`src/rtl/i2c_bic_pkg.sv`:
```
package i2c_bic_pkg;
    typedef enum logic [1:0] {
        ST_OFF  = 2'd0,
        ST_IDLE = 2'd1,
        ST_HOLD = 2'd2
    } bic_state_t;

    typedef struct packed {
        logic byte_done;
        logic ack_done;
        logic arb_lost;
        logic nack;
        logic rx_avail;
    } bic_events_t;
endpackage

```
`src/rtl/i2c_bic_mss.sv`:
```
module i2c_bic_mss (
    input  logic clk,
    input  logic rst_n,
    input  logic enable,
    input  logic wr,
    input  logic val,
    output logic mss
);
    always_ff @(posedge clk or negedge rst_n) begin
        if (!rst_n)
            mss <= 1'b0;
        else if (!enable)
            mss <= 1'b0;
        else if (wr)
            mss <= val;
    end
endmodule

```
`src/rtl/i2c_bic_decode.sv`:
```
module i2c_bic_decode
    import i2c_bic_pkg::*;
(
    input  bic_events_t ev,
    input  logic        wait_sel,
    input  logic        dma_mode,
    input  logic        is_master,
    input  logic        mss,
    input  logic        bus_active,
    input  logic        first_byte,
    input  logic        rsvd_addr,
    input  logic        sw_int_wr,
    input  logic        sw_int_val,
    input  logic        sw_mss_wr,
    input  logic        sw_mss_val,
    input  logic        sw_rsc_wr,
    output logic        set_req,
    output logic        clr_req
);
    logic stop_pending;
    logic byte_point;
    logic arb_set;
    logic nack_set;
    logic rx_set;
    logic sw_set;

    always_comb begin
        stop_pending = is_master && !mss;
        // wait point: before the ack (wait_sel=0) or after it (wait_sel=1)
        byte_point   = wait_sel ? ev.ack_done : ev.byte_done;
        arb_set      = ev.arb_lost && (first_byte || !wait_sel);
        nack_set     = ev.nack && !stop_pending;
        rx_set       = ev.rx_avail && !(first_byte && rsvd_addr);
        sw_set       = sw_int_wr && sw_int_val && dma_mode;
        set_req      = byte_point || arb_set || nack_set || rx_set || sw_set;
        clr_req      = (sw_int_wr && !sw_int_val)
                    || (bus_active && sw_mss_wr && !sw_mss_val)
                    || (bus_active && sw_rsc_wr);
    end
endmodule

```
`src/rtl/i2c_byte_irq_ctrl.sv`:
```
module i2c_byte_irq_ctrl
    import i2c_bic_pkg::*;
(
    input  logic clk,
    input  logic rst_n,
    input  logic enable,
    input  logic wait_sel,
    input  logic dma_mode,
    input  logic irq_en,
    input  logic is_master,
    input  logic bus_active,
    input  logic first_byte,
    input  logic rsvd_addr,
    input  logic byte_done,
    input  logic ack_done,
    input  logic arb_lost,
    input  logic nack,
    input  logic rx_avail,
    input  logic sw_int_wr,
    input  logic sw_int_val,
    input  logic sw_mss_wr,
    input  logic sw_mss_val,
    input  logic sw_rsc_wr,
    output logic int_flag,
    output logic scl_hold,
    output logic irq
);
    bic_state_t  state_q, state_d;
    bic_events_t ev;
    logic        mss;
    logic        set_req;
    logic        clr_req;

    assign ev = '{byte_done: byte_done, ack_done: ack_done, arb_lost: arb_lost,
                  nack: nack, rx_avail: rx_avail};

    i2c_bic_mss u_mss (
        .clk    (clk),
        .rst_n  (rst_n),
        .enable (enable),
        .wr     (sw_mss_wr),
        .val    (sw_mss_val),
        .mss    (mss)
    );

    i2c_bic_decode u_decode (
        .ev         (ev),
        .wait_sel   (wait_sel),
        .dma_mode   (dma_mode),
        .is_master  (is_master),
        .mss        (mss),
        .bus_active (bus_active),
        .first_byte (first_byte),
        .rsvd_addr  (rsvd_addr),
        .sw_int_wr  (sw_int_wr),
        .sw_int_val (sw_int_val),
        .sw_mss_wr  (sw_mss_wr),
        .sw_mss_val (sw_mss_val),
        .sw_rsc_wr  (sw_rsc_wr),
        .set_req    (set_req),
        .clr_req    (clr_req)
    );

    always_comb begin
        state_d = state_q;
        if (!enable) begin
            state_d = ST_OFF;
        end else begin
            unique case (state_q)
                ST_OFF:  state_d = ST_IDLE;
                ST_IDLE: if (set_req) state_d = ST_HOLD;
                ST_HOLD: if (clr_req) state_d = ST_IDLE;
                default: state_d = ST_OFF;
            endcase
        end
    end

    always_ff @(posedge clk or negedge rst_n) begin
        if (!rst_n)
            state_q <= ST_OFF;
        else
            state_q <= state_d;
    end

    always_comb begin
        unique case (state_q)
            ST_HOLD: begin
                int_flag = 1'b1;
                scl_hold = 1'b1;
            end
            default: begin
                int_flag = 1'b0;
                scl_hold = 1'b0;
            end
        endcase
        irq = int_flag && irq_en;
    end
endmodule

```
`config.mk`:
```
export PLATFORM = sky130hd
export DESIGN_NAME = i2c_byte_irq_ctrl
export DESIGN_NICKNAME = d
export VERILOG_FILES = /design/src/rtl/i2c_bic_pkg.sv /design/src/rtl/i2c_bic_mss.sv /design/src/rtl/i2c_bic_decode.sv /design/src/rtl/i2c_byte_irq_ctrl.sv
export SDC_FILE = /design/constraint.sdc
export NUM_CORES = 1
export LEC_CHECK = 0
export BUFFER_PORTS_ARGS = -buffer_cell sky130_fd_sc_hd__buf_2
export CAP_MARGIN = 10
export CORE_AREA = 2 2 39 41
export DETAILED_ROUTE_END_ITERATION = 16
export DIE_AREA = 0 0 41 43
export PLACE_DENSITY = 0.56
export SETUP_SLACK_MARGIN = 0.2
export SYNTH_ARGS = -nofsm -noshare
export SYNTH_HDL_FRONTEND = slang
export SYNTH_SLANG_ARGS = --single-unit
```
`constraint.sdc`:
```
create_clock -name clk -period 1.57 [get_ports clk]
set_clock_uncertainty 0.15 [all_clocks]
set_input_delay 0.157 -clock clk [delete_from_list [all_inputs] [get_ports clk]]
set_output_delay 0.157 -clock clk [all_outputs]
set_load 0.02 [all_outputs]
```
* Word level (Yosys, flattened, before mapping)
Cells that the tools add are included.
Storage, ports and cells: bits in registers 3, input bits 20, output and inout port bits 3, logic and storage cells 42
Cells by class: equality and inequality tests 5, mux-type cells 8, reductions and logical operators 27
Operators with widths (count):
- $logic_and 1x1->1 | 12
- $logic_or 1x1->1 | 7
- $logic_not 1->1 | 6
- $mux 2 | 3
- $ne 3x3->1 const B | 2
- $pmux 2 s3 | 1
- $mux 1 | 4
- $eq 2x1->1 const B | 1
- $eq 2x2->1 const B | 1
- $logic_not 2->1 | 1
- $ne 2x1->1 const B | 1
- $reduce_and 2->1 | 1

* Longest topological paths before layout
depth after elaboration 10, depth in mapped cells 4, mapped depth without buffers 4

* Cells and area by module
From an unflattened synthesis, not the netlist that was laid out.
Second synthesis, totals: cells, all modules 27, area total of the unflattened synthesis 227.7 µm²
Modules (own cells, without submodules):
- i2c_byte_irq_ctrl | times used 1, cells an instance 12, area an instance 117.6 µm², sequential area each 50.0 µm²
- i2c_bic_decode | times used 1, cells an instance 12, area an instance 68.8 µm², sequential area each 0.0 µm²
- i2c_bic_mss | times used 1, cells an instance 3, area an instance 41.3 µm², sequential area each 25.0 µm²

* Least setup slack after synthesis
Ideal clock, no wire load.
path type register to register, from register state_q[0], to register state_q[0], library setup time 0.120 ns, arrival time 1.206 ns, required time 1.300 ns, slack 0.095 ns, stages on the path, launching flop included 4, path buffers 0, period minus slack after synthesis 1.475 ns, cell sequence dfrtp_1 > nor2b_1 > o2111ai_1 > a31o_1
On the way: cells in the longest elaborated chain, start to end 3, elaborated cells between the ends (all ways) 8, those cells by class 4 x eq/ne; 2 x mux; 2 x reduce/logical
RTL lines:
- from (decl) | RTL line i2c_byte_irq_ctrl.sv:28 | bic_state_t state_q, state_d;
- from (signal assigned) | RTL line i2c_byte_irq_ctrl.sv:82 | state_q <= state_d;
- $eq 2x2->1, or another cell as far along | RTL line i2c_byte_irq_ctrl.sv:69 | unique case (state_q)
- $pmux 2 s3 / $ne 3x3->1 (equally long branches)
- $mux 2 / $reduce_and 2->1 (equally long branches)
Several ways; a longest one is shown, not always the timed one. A chain may end at the register's enable or synchronous reset.

* Worst setup path in the final report
from register state_q[0], to output irq
On the way: cells in the longest elaborated chain, start to end 3
RTL lines:
- $eq 2x2->1 | RTL line i2c_byte_irq_ctrl.sv:86 | unique case (state_q)
- $mux 1 | RTL line i2c_byte_irq_ctrl.sv:86
- $logic_and 1x1->1 | RTL line i2c_byte_irq_ctrl.sv:96 | irq = int_flag && irq_en;
- to (decl) | RTL line i2c_byte_irq_ctrl.sv:26 | output logic irq
Every way passes these cells.

==> metrics.log <==
INFO  metric postSynthCellCount = 26
INFO  metric vdd_drop_max = 410 uV
INFO  metric finalHoldViolCount = 0
INFO  metric period_share = 84.8%
INFO  metric timing.critical_path.slowest_cell_delay = ~0.40 ns
INFO  metric global_route.usage.met1 = under 10%
INFO  metric synth_sequential_area_ratio = between 30% and 40%
INFO  metric pin_count_of_the_biggest_net_entering_global_routing = 5
INFO  metric power.sequential.fraction = about 29%
INFO  metric hold_path_startpoint = enable
INFO  metric path_max_fanout = 4
INFO  metric critical_path.endpoint_type = primary output
INFO  metric cp_data_arrival_time = between 1 and 1.5 ns
INFO  metric syn-num-nets = 46
INFO  metric clkLatencyLatePin = 0.23 ns
INFO  metric cp.buffers_inverters = 1
INFO  metric grt_use_met3 = slightly below 8%
INFO  metric slew-limit-headroom = a little over four fifths
INFO  metric r2r-end = state_q[0]
INFO  metric cp_num_cells = 3
INFO  metric overflow = 0
INFO  metric numCtsBuffers = 3
INFO  metric worst_margin_pin_slew = 0.244 ns
INFO  metric leakage = 0.000226 uW
INFO  metric drc_errors = 0
INFO  metric routed-via-count = about 290
INFO  metric synth_area_leader_cell = sky130_fd_sc_hd__dfrtp_1
INFO  metric hold_end = u_mss.mss
INFO  metric max_slew_vio_count = 0
INFO  metric post-route-util = a little under a third
INFO  metric setup-violations-final = 0
INFO  metric grt_antenna_before_repair = 0
INFO  metric ff2ff_path_depth = 4
INFO  metric drive_above_1_share = 57.4%
INFO  metric internal_power = 227 uW
INFO  metric post_synth_instance_area = 229 um2
INFO  metric power.share.clock = 44.1%
INFO  metric io_pins = 23
INFO  metric diodes = 0
INFO  metric yosys_register_bits = 3
INFO  metric avgViaCountPerCell = approximately 4.1
INFO  metric multi_input_comb_area = 145 um2
INFO  metric startpoint_type = register
INFO  metric run_status = finished clean
INFO  metric finalSetupTns = 0 ns
INFO  metric portBuffers = 22
INFO  metric syn_area_per_cell = around 9 um2
INFO  metric synthToLayoutAreaGrowth = 83.1%
INFO  metric path_cells = nor2b_4, and2_4, buf_6
INFO  metric top_usage_layer = met2
INFO  metric floorplan.die_area = between 1500 and 2000 um2
INFO  metric via_count_of_the_first_global_routing_pass = 277
INFO  metric htree_levels = 1
INFO  metric ys_warn_count = 0
INFO  metric core_region_area = around 1400 um2
INFO  metric initial_core_util = 16.5%
INFO  metric synth.top_cell.area_share = ~33%
INFO  metric timing.max_cap.violations = 0
INFO  metric die_height = roughly 43 um
INFO  metric drtAntennaViolNets = 0
INFO  metric net-switching-power = slightly below 80 uW
INFO  metric rr_startpoint = u_mss.mss
INFO  metric gp_congestion = 0.733
INFO  metric wire_length_of_the_first_global_routing_pass = approximately 910 um
INFO  metric worst_path_max_delay_cell = sky130_fd_sc_hd__dfrtp_1
INFO  metric tmin_final = between 1 and 1.5 ns
INFO  metric avgRoutedWirePerCell = 8.57 um
INFO  metric reg2reg_slack = 0.27 ns
INFO  metric overall_routing_resource_usage = under 10%
INFO  metric worst_setup_hold_path_clk_slew = 0.04 ns
INFO  metric first_pass_iters = 2
INFO  metric cts_root_buffer = sky130_fd_sc_hd__clkbuf_4
INFO  metric max-clock-path-buffers = 2
INFO  metric achievable-frequency = 751 MHz
INFO  metric grt.met2_usage = 13.8%
INFO  metric min_path_cells = 2
INFO  metric detail_route.wirelength = 600 um
INFO  metric critPathRequiredTime = 1.26 ns
INFO  metric place_hpwl = 504 um
INFO  metric drt_iter0_drc = 6
INFO  metric powerDensity = 726 nW/um2
INFO  metric site_row_count = 14
INFO  metric worst_path_dominant_cell_family = flip-flops
INFO  metric cts_tree = yes
INFO  metric rsz0062_at_grt = true
INFO  metric clock_sinks = 3
INFO  metric pwr-share-comb = between 20% and 30%
INFO  metric final.fill_count = roughly 160
INFO  metric worst-setup-path-type = register to primary output
INFO  metric chipWidth = slightly above 40 um
INFO  metric hp-class = input port to register
INFO  metric ys_types = 19
INFO  metric final-seq-area = ~75 um2
INFO  metric synth_area_leaders = sky130_fd_sc_hd__dfrtp_1, sky130_fd_sc_hd__nor2b_1, sky130_fd_sc_hd__nand2b_4
INFO  metric final_net_count = 75
INFO  metric p_sw_share = 25.5%
power groups by stage:
| stage | combinational (uW) | clock (uW) | sequential (uW) |
|---|---|---|---|
| finish | 81.2 | 134 | 88.9 |
| global route | 89.8 | 148 | 89.6 |
| CTS | 80.0 | 141 | 88.6 |
| detailed placement | 68.9 | 0 | 89.0 |
| global placement | 68.4 | 0 | 88.7 |
| floorplan | 36.8 | 0 | 88.0 |
timing repair:
item,4_1_cts,5_1_grt
buffers inserted,2,0
setup endpoints to repair,1,2
pin swaps,0,1
gates cloned,0,0
hold buffers,1,0
resized for setup,2,2
endpoints found under the hold margin,3,0
flip-flops by register name, summed over array words and instances, names as in the netlist:
register,count
state_q,2
u_mss.mss,1
worst reg2reg max path, stage by stage, from the launching register on:
cell and delay, ns:
sky130_fd_sc_hd__dfrtp_1 0.37, sky130_fd_sc_hd__nand2b_4 0.13, sky130_fd_sc_hd__a211o_1 0.31, sky130_fd_sc_hd__nor3_2 0.16, sky130_fd_sc_hd__a31o_1 0.12
how the worst max path moves through the flow:
stage,start,end,slack [ns]
after global routing,u_mss.mss,state_q[0],0.19
after floorplan,state_q[0],state_q[0],0.25
final,state_q[0],irq,0.24
after global placement,u_mss.mss,state_q[0],0.29
after detailed placement,u_mss.mss,state_q[0],0.27
after CTS,state_q[1],irq,0.23
synth_stat cells (all sizes together):
cell	number
a211o	1
a21boi	1
a31o	1
a31oi	1
and2	1
and3	1
buf	1
dfrtp	3
inv	3
mux2i	1
nand2	1
nand2b	1
nand3b	1
nor2	1
nor2b	3
nor3	2
o2111ai	1
o21ai	2
per-stage QoR:
stage / cells / setup slack (ns) / total power, uW / hold WS (ns) / cell area (um2)
6_report: 70 / 0.238 / 304 / 0.0623 / 419
5_1_grt: 70 / 0.192 / 327 / 0.0747 / 419
4_1_cts: 70 / 0.228 / 309 / 0.0593 / 413
3_5_place_dp: 63 / 0.271 / 158 / -0.192 / 354
3_3_place_gp: 63 / 0.290 / 157 / -0.191 / 354
2_1_floorplan: 26 / 0.250 / 125 / -0.289 / 231
cell type report:
cell class | count | area share (%)
inverter | 3 | 2.69
clock buffer | 4 | 6.27
multi-input combinational | 19 | 34.6
timing repair buffer | 25 | 33.7
sequential | 3 | 17.9
tap | 16 | 4.78
cells by family after synthesis:
group | count (synthesis) | share of synthesized area [%]
AND/OR/NAND/NOR | 11 | 32.8
buffers and inverters | 4 | 8.20
multiplexers | 1 | 4.37
flip-flops | 3 | 32.8
AO/OA/AOI/OAI | 7 | 21.9
layout by cell type, fill, tap and decap left out:
| cell type | instances |
|---|---|
| sky130_fd_sc_hd__a211o_1 | 1 |
| sky130_fd_sc_hd__a21boi_0 | 1 |
| sky130_fd_sc_hd__a31o_1 | 1 |
| sky130_fd_sc_hd__a31oi_1 | 1 |
| sky130_fd_sc_hd__and2_4 | 1 |
| sky130_fd_sc_hd__and3_1 | 1 |
| sky130_fd_sc_hd__buf_2 | 21 |
| sky130_fd_sc_hd__buf_4 | 2 |
| sky130_fd_sc_hd__buf_6 | 1 |
| sky130_fd_sc_hd__clkbuf_1 | 1 |
| sky130_fd_sc_hd__clkbuf_4 | 3 |
| sky130_fd_sc_hd__dfrtp_1 | 3 |
| sky130_fd_sc_hd__dlygate4sd3_1 | 1 |
| sky130_fd_sc_hd__inv_1 | 3 |
| sky130_fd_sc_hd__mux2i_1 | 1 |
| sky130_fd_sc_hd__nand2_1 | 1 |
| sky130_fd_sc_hd__nand2b_4 | 1 |
| sky130_fd_sc_hd__nand3b_1 | 1 |
| sky130_fd_sc_hd__nor2_1 | 1 |
| sky130_fd_sc_hd__nor2b_1 | 2 |
| sky130_fd_sc_hd__nor2b_4 | 1 |
| sky130_fd_sc_hd__nor3_1 | 1 |
| sky130_fd_sc_hd__nor3_2 | 1 |
| sky130_fd_sc_hd__o2111ai_1 | 1 |
| sky130_fd_sc_hd__o21ai_0 | 2 |
routing by layer:
layer  share of wire [%]  wire [um]
met4                   0          0
met3                  14         85
met1                  37        223
met5                   0          0
met2                  49        291
Power figures use the tool's default switching activity.
